--- src/rtl/nor_poll_pkg.sv ---
package nor_poll_pkg;

    // Bit positions the flash drives during an embedded operation.
    localparam int FLAG_BIT    = 7;
    localparam int TIMEOUT_BIT = 5;

    typedef enum logic [1:0] {
        RC_IDLE,
        RC_STROBE,
        RC_GAP
    } rc_phase_e;

    typedef enum logic [2:0] {
        V_NONE,
        V_PASS,
        V_FAIL,
        V_AGAIN,
        V_RECHECK
    } verdict_e;

endpackage

--- src/rtl/nor_poll_rdcyc.sv ---
module nor_poll_rdcyc
    import nor_poll_pkg::*;
#(
    parameter int STROBE_CYC = 4,
    parameter int GAP_CYC    = 1
) (
    input  logic clk,
    input  logic rst,
    input  logic launch,
    output logic strobe,
    output logic sample,
    output logic ready
);

    localparam int SPAN = (STROBE_CYC > GAP_CYC) ? STROBE_CYC : GAP_CYC;
    localparam int CW   = $clog2(SPAN + 1);
    localparam logic [CW-1:0] LAST_S = CW'(STROBE_CYC - 1);
    localparam logic [CW-1:0] LAST_G = CW'(GAP_CYC - 1);

    typedef struct packed {
        rc_phase_e       phase;
        logic [CW-1:0]   cnt;
    } rc_state_t;

    rc_state_t s_d, s_q;

    always_comb begin
        s_d    = s_q;
        sample = 1'b0;
        ready  = 1'b0;
        case (s_q.phase)
            RC_IDLE: begin
                ready = 1'b1;
                if (launch) begin
                    s_d.phase = RC_STROBE;
                    s_d.cnt   = '0;
                end
            end
            RC_STROBE: begin
                if (s_q.cnt == LAST_S) begin
                    sample    = 1'b1;
                    s_d.phase = RC_GAP;
                    s_d.cnt   = '0;
                end else begin
                    s_d.cnt = s_q.cnt + 1'b1;
                end
            end
            RC_GAP: begin
                if (s_q.cnt == LAST_G) begin
                    ready = 1'b1;
                    s_d.cnt = '0;
                    s_d.phase = launch ? RC_STROBE : RC_IDLE;
                end else begin
                    s_d.cnt = s_q.cnt + 1'b1;
                end
            end
            default: begin
                s_d.phase = RC_IDLE;
                s_d.cnt   = '0;
            end
        endcase
    end

    always_ff @(posedge clk) begin
        if (rst) begin
            s_q.phase <= RC_IDLE;
            s_q.cnt   <= '0;
        end else begin
            s_q <= s_d;
        end
    end

    assign strobe = (s_q.phase == RC_STROBE);

    // a strobe that has not reached its sampling cycle stays asserted
    p_strobe_len_r2: assert property (@(posedge clk) disable iff (rst)
        (strobe && !sample) |=> strobe);

    // the cycle after sampling always has the strobes low
    p_gap_after_sample_r3: assert property (@(posedge clk) disable iff (rst)
        sample |=> !strobe);

endmodule

--- src/rtl/nor_poll_limit.sv ---
module nor_poll_limit #(
    parameter int MAX_POLLS = 4096
) (
    input  logic clk,
    input  logic rst,
    input  logic clear,
    input  logic bump,
    output logic at_limit
);

    localparam int CW = $clog2(MAX_POLLS + 2);

    logic [CW-1:0] cnt_d, cnt_q;

    always_comb begin
        cnt_d = cnt_q;
        if (clear) begin
            cnt_d = '0;
        end else if (bump && (cnt_q != '1)) begin
            cnt_d = cnt_q + 1'b1;
        end
    end

    always_ff @(posedge clk) begin
        if (rst) begin
            cnt_q <= '0;
        end else begin
            cnt_q <= cnt_d;
        end
    end

    generate
        if (MAX_POLLS == 0) begin : g_unlimited
            assign at_limit = 1'b0;
        end else begin : g_limited
            assign at_limit = (cnt_q == CW'(MAX_POLLS - 1));

            // the read count never runs past the limit
            p_count_bound_r7: assert property (@(posedge clk) disable iff (rst)
                cnt_q <= CW'(MAX_POLLS));
        end
    endgenerate

endmodule

--- src/rtl/nor_poll_judge.sv ---
module nor_poll_judge
    import nor_poll_pkg::*;
#(
    parameter int DATA_W = 8
) (
    input  logic [DATA_W-1:0] rd_byte,
    input  logic              exp_flag,
    input  logic              recheck,
    input  logic              at_limit,
    output verdict_e          verdict
);

    logic flag_match;
    logic unused_bits;

    assign flag_match  = (rd_byte[FLAG_BIT] == exp_flag);
    assign unused_bits = ^rd_byte;

    always_comb begin
        if (recheck) begin
            verdict = flag_match ? V_PASS : V_FAIL;
        end else if (flag_match) begin
            verdict = V_PASS;
        end else if (rd_byte[TIMEOUT_BIT]) begin
            verdict = V_RECHECK;
        end else if (at_limit) begin
            verdict = V_FAIL;
        end else begin
            verdict = V_AGAIN;
        end
    end

endmodule

--- src/rtl/nor_poll_ctrl.sv ---
module nor_poll_ctrl
    import nor_poll_pkg::*;
#(
    parameter int ADDR_W     = 24,
    parameter int DATA_W     = 8,
    parameter int STROBE_CYC = 4,
    parameter int GAP_CYC    = 1,
    parameter int MAX_POLLS  = 4096
) (
    input  logic              clk,
    input  logic              rst,
    input  logic              start,
    input  logic [ADDR_W-1:0] poll_addr,
    input  logic [DATA_W-1:0] expect_data,
    output logic [ADDR_W-1:0] rd_addr,
    output logic              rd_ce,
    output logic              rd_oe,
    input  logic [DATA_W-1:0] rd_data,
    output logic              busy,
    output logic              done,
    output logic              pass,
    output logic              fail
);

    typedef struct packed {
        logic              busy;
        logic              recheck;
        logic              done;
        logic              pass;
        logic              fail;
        logic              exp_flag;
        logic [ADDR_W-1:0] addr;
    } ctl_t;

    ctl_t     c_d, c_q;
    logic     accept;
    logic     launch;
    logic     strobe;
    logic     sample;
    logic     ready;
    logic     at_limit;
    logic     bump;
    verdict_e verdict;
    logic     unused_expect;

    assign unused_expect = ^expect_data;

    nor_poll_rdcyc #(
        .STROBE_CYC (STROBE_CYC),
        .GAP_CYC    (GAP_CYC)
    ) u_rdcyc (
        .clk    (clk),
        .rst    (rst),
        .launch (launch),
        .strobe (strobe),
        .sample (sample),
        .ready  (ready)
    );

    nor_poll_limit #(
        .MAX_POLLS (MAX_POLLS)
    ) u_limit (
        .clk      (clk),
        .rst      (rst),
        .clear    (accept),
        .bump     (bump),
        .at_limit (at_limit)
    );

    nor_poll_judge #(
        .DATA_W (DATA_W)
    ) u_judge (
        .rd_byte  (rd_data),
        .exp_flag (c_q.exp_flag),
        .recheck  (c_q.recheck),
        .at_limit (at_limit),
        .verdict  (verdict)
    );

    assign accept = start && !c_q.busy;
    assign launch = (c_q.busy || accept) && ready;
    assign bump   = c_q.busy && sample && !c_q.recheck;

    always_comb begin
        c_d      = c_q;
        c_d.done = 1'b0;
        if (accept) begin
            c_d.busy     = 1'b1;
            c_d.recheck  = 1'b0;
            c_d.pass     = 1'b0;
            c_d.fail     = 1'b0;
            c_d.addr     = poll_addr;
            c_d.exp_flag = expect_data[FLAG_BIT];
        end else if (c_q.busy && sample) begin
            case (verdict)
                V_PASS: begin
                    c_d.busy = 1'b0;
                    c_d.done = 1'b1;
                    c_d.pass = 1'b1;
                end
                V_FAIL: begin
                    c_d.busy = 1'b0;
                    c_d.done = 1'b1;
                    c_d.fail = 1'b1;
                end
                V_RECHECK: begin
                    c_d.recheck = 1'b1;
                end
                default: begin
                end
            endcase
        end
    end

    always_ff @(posedge clk) begin
        if (rst) begin
            c_q <= '0;
        end else begin
            c_q <= c_d;
        end
    end

    assign rd_addr = c_q.addr;
    assign rd_ce   = strobe;
    assign rd_oe   = strobe;
    assign busy    = c_q.busy;
    assign done    = c_q.done;
    assign pass    = c_q.pass;
    assign fail    = c_q.fail;

    // done is a single-cycle pulse
    p_done_pulse_r9: assert property (@(posedge clk) disable iff (rst)
        done |=> !done);

    // a finished poll is never still busy, and the outcome is exclusive
    p_done_idle_r9: assert property (@(posedge clk) disable iff (rst)
        done |-> (!busy && (pass != fail)));

    // a held outcome only drops when a new start is taken
    p_hold_outcome_r9: assert property (@(posedge clk) disable iff (rst)
        ((pass || fail) && !start) |=> $stable({pass, fail}));

    // a start during a poll leaves the captured target untouched
    p_ignore_start_r8: assert property (@(posedge clk) disable iff (rst)
        busy |=> ($stable(rd_addr) && $stable(c_q.exp_flag)));

    // the confirming read always ends the poll
    p_recheck_final_r6: assert property (@(posedge clk) disable iff (rst)
        (busy && c_q.recheck && sample) |-> (verdict == V_PASS || verdict == V_FAIL));

    // strobes only run while a poll is active or just ending
    p_strobe_busy_r2: assert property (@(posedge clk) disable iff (rst)
        rd_ce |-> busy);

endmodule

--- config.mk ---
export PLATFORM = sky130hd
export DESIGN_NAME = nor_poll_ctrl
export DESIGN_NICKNAME = d
export VERILOG_FILES = /design/src/rtl/nor_poll_pkg.sv /design/src/rtl/nor_poll_rdcyc.sv /design/src/rtl/nor_poll_limit.sv /design/src/rtl/nor_poll_judge.sv /design/src/rtl/nor_poll_ctrl.sv
export SDC_FILE = /design/constraint.sdc
export NUM_CORES = 1
export LEC_CHECK = 0
export ABC_CLOCK_PERIOD_IN_PS = 2500
export BUFFER_PORTS_ARGS = -buffer_cell sky130_fd_sc_hd__buf_2
export CORE_ASPECT_RATIO = 1.75
export CORE_UTILIZATION = 35
export DETAILED_ROUTE_END_ITERATION = 10
export MAX_ROUTING_LAYER = met4
export PLACE_DENSITY = 0.58
export REMOVE_ABC_BUFFERS = 1
export SLEW_MARGIN = 20
export SYNTH_ARGS = -nofsm -noshare
export SYNTH_HDL_FRONTEND = slang
export SYNTH_SLANG_ARGS = --single-unit
--- constraint.sdc ---
create_clock -name clk -period 2.5 [get_ports clk]
set_input_delay 0.5 -clock clk [delete_from_list [all_inputs] [get_ports clk]]
set_output_delay 0.5 -clock clk [all_outputs]
set_load 0.02 [all_outputs]
==> impl_metrics.csv, run 1 <==
group,metric,value,unit
timing,clock_skew,0.00582,ns
grt,grt_pass1_vias,1745,
worst_setup_path,start_kind,"register",
worst_setup_path,end_kind,"register",
hold_path,hold_path.class,"in2reg",
timing,setup_viol,0,
synthesis,synthTopCellsByArea,"dfxtp_1, nand2_1, a21oi_1",
clocking,root_buffer,"clkbuf_8",
pwr,p_leak,1.10,nW
synthesis,synth_seq_cells,48,
clocking,cts_resized,0,
worst_setup_path,worstPathArrival,2.48,ns
routing,antenna_left,0,
worst_setup_path,critical_path_required,2.73,ns
placement,globalplace.congestion,0.758,
timing,holdWs,0.425,ns
pwr,power.density,669,mW/mm^2
timing,slew_viol_final,0,
synthesis,synth_largest_area_cell,"dfxtp_1",
final_layout,num_antenna_cells,0,
final_layout,nets,362,
worst_setup_path,path_max_fanout,6,
synthesis,netlist_instances,256,
final_layout,drive_above_1_share,24.1,%
grt,grt_usage,17.0,%
timing,min_period,2.25,ns
routing,drc,0,
placement,portBuffers,59,
pwr,peakVddDrop,0.502,mV
timing,tightestPinTransition,0.540,ns
die,pin_count,73,
timing,slew_headroom,63.9,%
clocking,cts-buffers-inserted,5,
routing,drt_first_pass_iters,4,
routing,vias_per_cell,4.96,
clocking,postCtsSetupBuffers,0,
die,fp.dieH,104,um
timing,fin_crit_sh,90.1,%
clocking,clock_path_buffers,2,
routing,wl_per_cell,12.8,um
clocking,htreeDepth,2,
die,rows,36,
synthesis,synth-seq-area-share,46.3,%
synthesis,synth_warnings,0,
status,status,"completed",
clocking,cts_hold_buf,0,
clocking,cts_tree,"yes",
final_layout,final_area,0.00261,mm^2
die,fp.dieArea,0.00625,mm^2
timing,timing.final.ws_setup,0.248,ns
grt,antenna_found_initial,0,
timing,hold_violations,0,
timing,rsz0062_at_grt,"no",
die,initial_core_util,36.9,%
grt,grt_max_degree,29,
final_layout,syn_to_final_growth,25.9,%
timing,max_freq,444,MHz
die,die_w,60.2,um
placement,dp_slack,0.246,ns
pwr,total_power,1.75,mW
clocking,insertion_delay,0.30,ns
die,coreArea,0.00563,mm^2
timing,final.setup.tns,0,ns
grt,overflow,0,
routing,wl,5010,um
synthesis,synth_top_area_share,46.3,%
routing,num_vias,1941,
worst_setup_path,path_class,"reg2reg",
synthesis,netlist_area,0.00208,mm^2
grt,grt_pass1_wl,8030,um
placement,dp_hpwl,3640,um
synthesis,avgSynthCellArea,8.11,um^2
flow_run,max_cap_viol_count,0,
clocking,clock_sinks,48,
clocking,clk_pin_slew,0.09,ns
placement,placed_area,0.00245,mm^2
routing,drt_iter0_markers,94,
synthesis,synth_cell_types,36,
## cells in the mapped netlist, drive strengths merged
| master | n |
|---|---|
| clkbuf | 10 |
| nand2b | 6 |
| o22a | 3 |
| or4 | 4 |
| nand2 | 60 |
| a311oi | 1 |
| or3 | 7 |
| and4 | 1 |
| mux2i | 3 |
| and3 | 2 |
| nor4b | 3 |
| inv | 5 |
| nor4 | 3 |
| o21ai | 8 |
| nand3 | 6 |
| o31ai | 3 |
| and4b | 2 |
| nor3 | 2 |
| and2b | 1 |
| nand4 | 3 |
| a211o | 1 |
| a21oi | 40 |
| dfxtp | 48 |
| ha | 5 |
| buf | 4 |
| a211oi | 1 |
| nor2 | 16 |
| xnor2 | 1 |
| a31oi | 1 |
| a2bb2oi | 1 |
| a311o | 1 |
| nor2b | 2 |
| and2 | 1 |
| nand4b | 1 |
## state kept, by name (all words and copies together) (netlist names)
name,cells
rd_addr,24
u_rdcyc.s_q,5
busy,1
u_limit.cnt_q,13
c_q,2
fail,1
done,1
pass,1
## layout make-up
| type | count | area (um^2) |
|---|---|---|
| Tap cell | 76 | 95.1 |
| Multi-Input combinational cell | 189 | 1040 |
| Fill cell | 614 | 3020 |
| Sequential cell | 48 | 961 |
| Timing Repair Buffer | 65 | 340 |
| Clock buffer | 5 | 68.8 |
| Clock inverter | 3 | 90.1 |
| Inverter | 5 | 18.8 |
## worst max-delay path: stages (launching register included)
cell      delay (ns)
dfxtp_1         0.41
ha_1            0.19
ha_1            0.26
nand4b_4        0.15
or4_4           0.55
or4_1           0.48
a21oi_1         0.14
## layer usage
| metal | routed length [um] | GRT usage (%) |
|---|---|---|
| met3 | 184 | 3.48 |
| met1 | 2040 | 17.2 |
| met4 | 67 | 4.98 |
| met2 | 2730 | 31.2 |
| met5 | 0 | - |
## cells in the final DEF, fill, tap and decap left out, types with 5 or more instances in the layout
master and n:
buf_4 6, buf_2 59, nand2_1 60, clkbuf_8 5
nor2_1 16, nand2b_1 6, o21ai_0 8, inv_1 5
or3_1 7, a21oi_1 40, nand3_1 6, dfxtp_1 48
ha_1 5
## per-stage QoR
step	utilization (%)	std cells
after floorplan	-	242
after global placement	43.6	383
after detailed placement	43.6	383
after CTS	46.4	391
after global routing	46.4	391
final	46.4	391
## where the power goes
part | switching, mW | internal [mW] | leakage, nW
Clock | 0.260 | 0.500 | 0.0784
Sequential | 0.0173 | 0.791 | 0.391
Combinational | 0.112 | 0.0668 | 0.633
Total | 0.389 | 1.36 | 1.10
## cells by family (layout without fill, tap and decap cells)
kind of cell	count (synthesis)	after routing	share of synthesized area [%]
multiplexers	3	3	1.45
flip-flops	48	48	46.3
AO/OA/AOI/OAI	60	60	16.3
XOR/XNOR	1	1	0.422
adder cells (fa/ha/maj)	5	5	3.01
buffers and inverters	19	78	3.80
AND/OR/NAND/NOR	120	120	28.7
## final timing paths
kind	start	endpoint	depth (start not counted)	slack [ns]
max	u_rdcyc.s_q[0]$_SDFFE_PP0P_	u_limit.cnt_q[11]$_SDFFE_PP0P_	6	0.25
min	poll_addr[13]	rd_addr[13]$_SDFFE_PP0P_	3	0.42
max reg2reg	u_rdcyc.s_q[0]$_SDFFE_PP0P_	u_limit.cnt_q[11]$_SDFFE_PP0P_	6	0.25
min reg2reg	rd_addr[9]$_SDFFE_PP0P_	rd_addr[9]$_SDFFE_PP0P_	2	0.45
No activity file was read; power rests on OpenSTA's default activity.
==> run 2, diff against run 1 <==
--- a/config.mk
+++ b/config.mk
@@ -5,10 +5,12 @@
 export SDC_FILE = /design/constraint.sdc
 export NUM_CORES = 1
 export LEC_CHECK = 0
+export ABC_AREA = 1
 export ABC_CLOCK_PERIOD_IN_PS = 2500
 export BUFFER_PORTS_ARGS = -buffer_cell sky130_fd_sc_hd__buf_2
 export CORE_ASPECT_RATIO = 1.75
 export CORE_UTILIZATION = 35
+export CTS_BUF_LIST = sky130_fd_sc_hd__clkbuf_16
 export DETAILED_ROUTE_END_ITERATION = 10
 export MAX_ROUTING_LAYER = met4
 export PLACE_DENSITY = 0.58
==> impl_metrics.csv, run 2 <==
group,metric,value,unit
grt,grt_pass1_wl,8090,um
final_layout,largest_reg_flops,24,
worst_setup_path,path_class,"reg2reg",
timing,holdWs,0.436,ns
synthesis,synth_largest_area_cell,"dfxtp_1",
worst_setup_path,critPathSlowestCell,"o21ai_2",
die,die_w,60.9,um
synthesis,synth-seq-area-share,45.1,%
clocking,postCtsSetupBuffers,0,
timing,final.setup.tns,0,ns
routing,drc,0,
timing,hold_violations,0,
final_layout,layout_commonest_cell,"nor2_1",
routing,wl,4610,um
worst_setup_path,crit_path_max_incr_delay,0.47,ns
final_layout,syn_to_final_growth,22.6,%
die,rows,37,
clocking,insertion_delay,0.28,ns
clocking,htreeDepth,2,
routing,drt_iter0_markers,48,
pwr,power.density,634,mW/mm^2
clocking,clock_path_buffers,2,
worst_setup_path,worstPathArrival,2.04,ns
placement,dp_hpwl,3430,um
final_layout,nets,395,
routing,num_vias,1994,
synthesis,synth-edff-count,0,
worst_setup_path,r2r_start,"u_limit.cnt_q[0]$_SDFFE_PP0P_",
synthesis,yosys.cell_count.top_type,"nor2_1",
synthesis,synth_cell_types,25,
worst_setup_path,path_max_fanout,12,
final_layout,num_antenna_cells,0,
die,initial_core_util,36.2,%
timing,rsz0062_at_grt,"no",
timing,slew_headroom,51.6,%
timing,setup_viol,0,
clocking,root_buffer,"clkbuf_16",
routing,wl_per_cell,10.8,um
synthesis,synth_seq_cells,48,
die,fp.dieArea,0.00641,mm^2
synthesis,synth_warnings,0,
final_layout,drive_above_1_share,24.8,%
placement,portBuffers,59,
synthesis,avgSynthCellArea,7.36,um^2
synthesis,synthTopCellsByArea,"dfxtp_1, nor2_1, nand2_1",
placement,placed_area,0.00248,mm^2
worst_setup_path,start_kind,"register",
timing,max_freq,546,MHz
final_layout,final_area,0.00261,mm^2
die,fp.dieH,105,um
grt,grt_pass1_vias,1958,
timing,slew_viol_final,0,
flow_run,max_cap_viol_count,0,
routing,drt_first_pass_iters,4,
pwr,peakVddDrop,0.470,mV
worst_setup_path,critical_path_required,2.71,ns
pwr,total_power,1.66,mW
synthesis,synth_top_area_share,45.1,%
clocking,cts_resized,0,
clocking,cts_tree,"yes",
status,status,"completed",
final_layout,final_cell_mix,"nor2_1, buf_2, nand2_1",
pwr,p_leak,1.16,nW
placement,dp_slack,0.647,ns
grt,grt_usage,16.6,%
worst_setup_path,end_kind,"register",
worst_setup_path,rrSetupSlack,0.67,ns
clocking,cts-buffers-inserted,5,
synthesis,synth_ff_type,"dfxtp_1",
worst_setup_path,critPathLaunch,"u_limit.cnt_q[0]$_SDFFE_PP0P_",
timing,timing.final.ws_setup,0.670,ns
die,coreArea,0.00588,mm^2
placement,globalplace.congestion,0.795,
timing,tightestPinTransition,0.725,ns
hold_path,hold_path.class,"in2reg",
synthesis,netlist_area,0.00213,mm^2
clocking,clock_sinks,48,
grt,overflow,0,
timing,fin_crit_sh,73.2,%
timing,min_period,1.83,ns
synthesis,postSynth.asyncResetShare,0,%
final_layout,fill_cells,645,
die,pin_count,73,
routing,antenna_left,0,
synthesis,synth_common_cells,"nor2_1, nand2_1, dfxtp_1",
clocking,cts_hold_buf,0,
hold_path,hp-start,"expect_data[7]",
timing,clock_skew,0.00244,ns
routing,vias_per_cell,4.69,
grt,grt_max_degree,27,
clocking,clk_pin_slew,0.06,ns
worst_setup_path,path_cells,"ha_1 > inv_1 > nor2_2 > nand2_2 > o21ai_2 > nand2_1 > a21oi_2",
grt,antenna_found_initial,0,
synthesis,netlist_instances,289,
## run 2: cell types whose count changed after synthesis, sizes merged, moves of 5 or more
cell / before / now
inv: 5 / 24
a21oi: 40 / 19
o21ai: 8 / 29
or3: 7 / 0
nand2b: 6 / 0
nor2: 16 / 77
nand2: 60 / 55
clkbuf: 10 / 5
## run 2: area by class of cell
type                            count  area [um^2]  share of cell area (%)
Clock buffer                        5          125                    4.80
Clock inverter                      2         7.51                   0.288
Inverter                           24         90.1                    3.45
Multi-Input combinational cell    207         1020                    39.0
Sequential cell                    48          961                    36.8
Tap cell                           78         97.6                    3.74
Timing Repair Buffer               61          310                    11.9
## run 2: worst max-delay path: cells and delay by family (launching register included)
kind / cells / cell delay [ns]
AOI/OAI and AO/OA: 2 / 0.62
adders and majority gates: 1 / 0.28
buffers and inverters: 1 / 0.07
DFF: 1 / 0.42
and+or+nand+nor: 3 / 0.36
## run 2: per-layer routing
metal | routed length (um) | part of all wire [%] | GRT usage [%]
met4 | 78 | 1.7 | 6.17
met2 | 2420 | 53 | 29.6
met3 | 173 | 3.8 | 2.72
met5 | 0 | 0 | -
met1 | 1940 | 42 | 17.5
## run 2: power breakdown
group          internal (mW)  switching [mW]
registers              0.804          0.0206
logic                 0.0719           0.138
clock network          0.358           0.263
## run 2: metrics by stage
| step | utilization (%) | std cells |
|---|---|---|
| 6_report | 44.4 | 425 |
| 5_1_grt | 44.4 | 425 |
| 4_1_cts | 44.4 | 425 |
| 3_5_place_dp | 42.1 | 418 |
| 3_3_place_gp | 42.1 | 418 |
| 2_1_floorplan | - | 279 |
## run 2: worst paths after layout
kind                            cells after the start                             to
worst max-delay path                                7  u_limit.cnt_q[4]$_SDFFE_PP0P_
worst min-delay path                                3           c_q[24]$_SDFFE_PP0P_
worst min register to register                      2              pass$_SDFFE_PP0P_
worst max register to register                      7  u_limit.cnt_q[4]$_SDFFE_PP0P_
## run 2: cell families (layout without fill, tap and decap cells)
logic type	count (synthesis)	count (layout)	synth area share [%]
AOI/OAI and AO/OA	52	52	14.6
DFF	48	48	45.1
and+or+nand+nor	143	143	27.3
xor gates and xnor gates	7	7	2.88
buffers and inverters	34	92	7.05
adders and majority gates	5	5	2.94
==> run 3, diff against run 2 <==
--- a/config.mk
+++ b/config.mk
@@ -6,7 +6,7 @@
 export NUM_CORES = 1
 export LEC_CHECK = 0
 export ABC_AREA = 1
-export ABC_CLOCK_PERIOD_IN_PS = 2500
+export ABC_CLOCK_PERIOD_IN_PS = 1800
 export BUFFER_PORTS_ARGS = -buffer_cell sky130_fd_sc_hd__buf_2
 export CORE_ASPECT_RATIO = 1.75
 export CORE_UTILIZATION = 35
==> constraint.sdc (replaced) <==
create_clock -name clk -period 1.8 [get_ports clk]
set_input_delay 0.36 -clock clk [delete_from_list [all_inputs] [get_ports clk]]
set_output_delay 0.36 -clock clk [all_outputs]
set_load 0.02 [all_outputs]
==> impl_metrics.csv, run 3 (same netlist as run 2, synthesis figures left out) <==
group,metric,value,unit
routing,wl,4700,um
clocking,cts-buffers-inserted,5,
timing,max_freq,634,MHz
final_layout,nets,401,
pwr,peakVddDrop,0.671,mV
timing,hold_violations,0,
flow_run,max_cap_viol_count,0,
placement,placed_area,0.00252,mm^2
routing,antenna_left,0,
timing,tightestPinTransition,0.436,ns
final_layout,final_area,0.00274,mm^2
worst_setup_path,worstPathArrival,1.79,ns
timing,min_period,1.58,ns
grt,overflow,0,
worst_setup_path,critical_path_required,2.01,ns
grt,grt_pass1_vias,1980,
routing,wl_per_cell,10.9,um
final_layout,largest_reg_flops,24,
die,pin_count,73,
final_layout,fill_cells,600,
placement,globalplace.congestion,0.788,
worst_setup_path,start_kind,"register",
final_layout,final_cell_mix,"nor2_1, buf_2, nand2_1",
timing,fin_crit_sh,87.7,%
final_layout,syn_to_final_growth,28.6,%
die,initial_core_util,36.2,%
timing,timing.final.ws_setup,0.222,ns
final_layout,drive_above_1_share,26.8,%
clocking,htreeDepth,2,
die,rows,37,
pwr,power.density,1010,mW/mm^2
worst_setup_path,path_max_fanout,12,
routing,drt_first_pass_iters,4,
final_layout,num_antenna_cells,0,
worst_setup_path,path_class,"reg2reg",
pwr,p_leak,1.23,nW
timing,slew_viol_final,0,
clocking,clock_sinks,48,
die,coreArea,0.00588,mm^2
worst_setup_path,rrSetupSlack,0.22,ns
timing,rsz0062_at_grt,"no",
status,status,"completed",
clocking,cts_tree,"yes",
placement,dp_slack,0.206,ns
routing,drc,0,
timing,slew_headroom,70.9,%
clocking,postCtsSetupBuffers,0,
grt,antenna_found_initial,0,
pwr,total_power,2.77,mW
routing,drt_iter0_markers,26,
placement,dp_hpwl,3410,um
final_layout,layout_commonest_cell,"nor2_1",
grt,grt_pass1_wl,8270,um
clocking,clk_pin_slew,0.07,ns
clocking,insertion_delay,0.29,ns
clocking,clock_path_buffers,2,
clocking,root_buffer,"clkbuf_16",
grt,grt_usage,17.1,%
worst_setup_path,end_kind,"register",
clocking,cts_hold_buf,0,
die,fp.dieArea,0.00641,mm^2
hold_path,hold_path.class,"in2reg",
die,fp.dieH,105,um
timing,setup_viol,0,
routing,vias_per_cell,4.58,
routing,num_vias,1978,
timing,clock_skew,0.00491,ns
grt,grt_max_degree,26,
clocking,cts_resized,0,
placement,portBuffers,59,
die,die_w,60.9,um
-- run 3: through the flow --
step | hold WS (ns) | setup TNS, ns | util (%) | cells
final | 0.292 | 0 | 46.5 | 432
after global routing | 0.294 | 0 | 46.5 | 432
after CTS | 0.289 | 0 | 46.5 | 432
after detailed placement | 0.440 | 0 | 42.9 | 424
after global placement | 0.438 | 0 | 42.9 | 424
after floorplan | 0.429 | -0.192 | - | 279
-- run 3: layout make-up --
class                      count  area (um^2)  share of cell area (%)
sequential                    48          961                    35.1
multi-input combinational    207         1020                    37.2
tap                           78         97.6                    3.57
timing repair buffer          67          355                    13.0
inverter                      24         90.1                    3.29
clock buffer                   5          125                    4.57
clock inverter                 3         90.1                    3.29
-- run 3: critical path: stages, from the launching register on --
cell and delay (ns):
dfxtp_1 0.32, ha_1 0.21, ha_1 0.19, nand2_1 0.10
nor2_4 0.05, nand2_1 0.08, inv_1 0.07, o21ai_2 0.05
buf_4 0.20, nand2_1 0.06, a21oi_1 0.16
-- run 3: where the power goes --
part	internal (mW)	leakage (nW)	switching, mW
combinational	0.103	0.728	0.191
sequential	1.12	0.393	0.0288
clock	0.936	0.104	0.393
total	2.16	1.23	0.613
-- run 3: layer usage --
layer / global-route usage [%] / wire length, um / vias up / share of wire (%)
met5: - / 0 / - / 0
li1: - / - / 1044 / -
met1: 19.1 / 2050 / 882 / 44
met2: 29.4 / 2370 / 46 / 50
met4: 5.19 / 74 / 0 / 1.6
met3: 3.71 / 201 / 6 / 4.3
-- run 3: final timing paths --
path | startpoint | endpoint | depth (start not counted)
setup reg to reg | u_rdcyc.s_q[0]$_SDFFE_PP0P_ | u_limit.cnt_q[0]$_SDFFE_PP0P_ | 10
hold reg to reg | fail$_SDFFE_PP0P_ | fail$_SDFFE_PP0P_ | 2
hold / removal | poll_addr[18] | rd_addr[18]$_SDFFE_PP0P_ | 3
setup / recovery | u_rdcyc.s_q[0]$_SDFFE_PP0P_ | u_limit.cnt_q[0]$_SDFFE_PP0P_ | 10
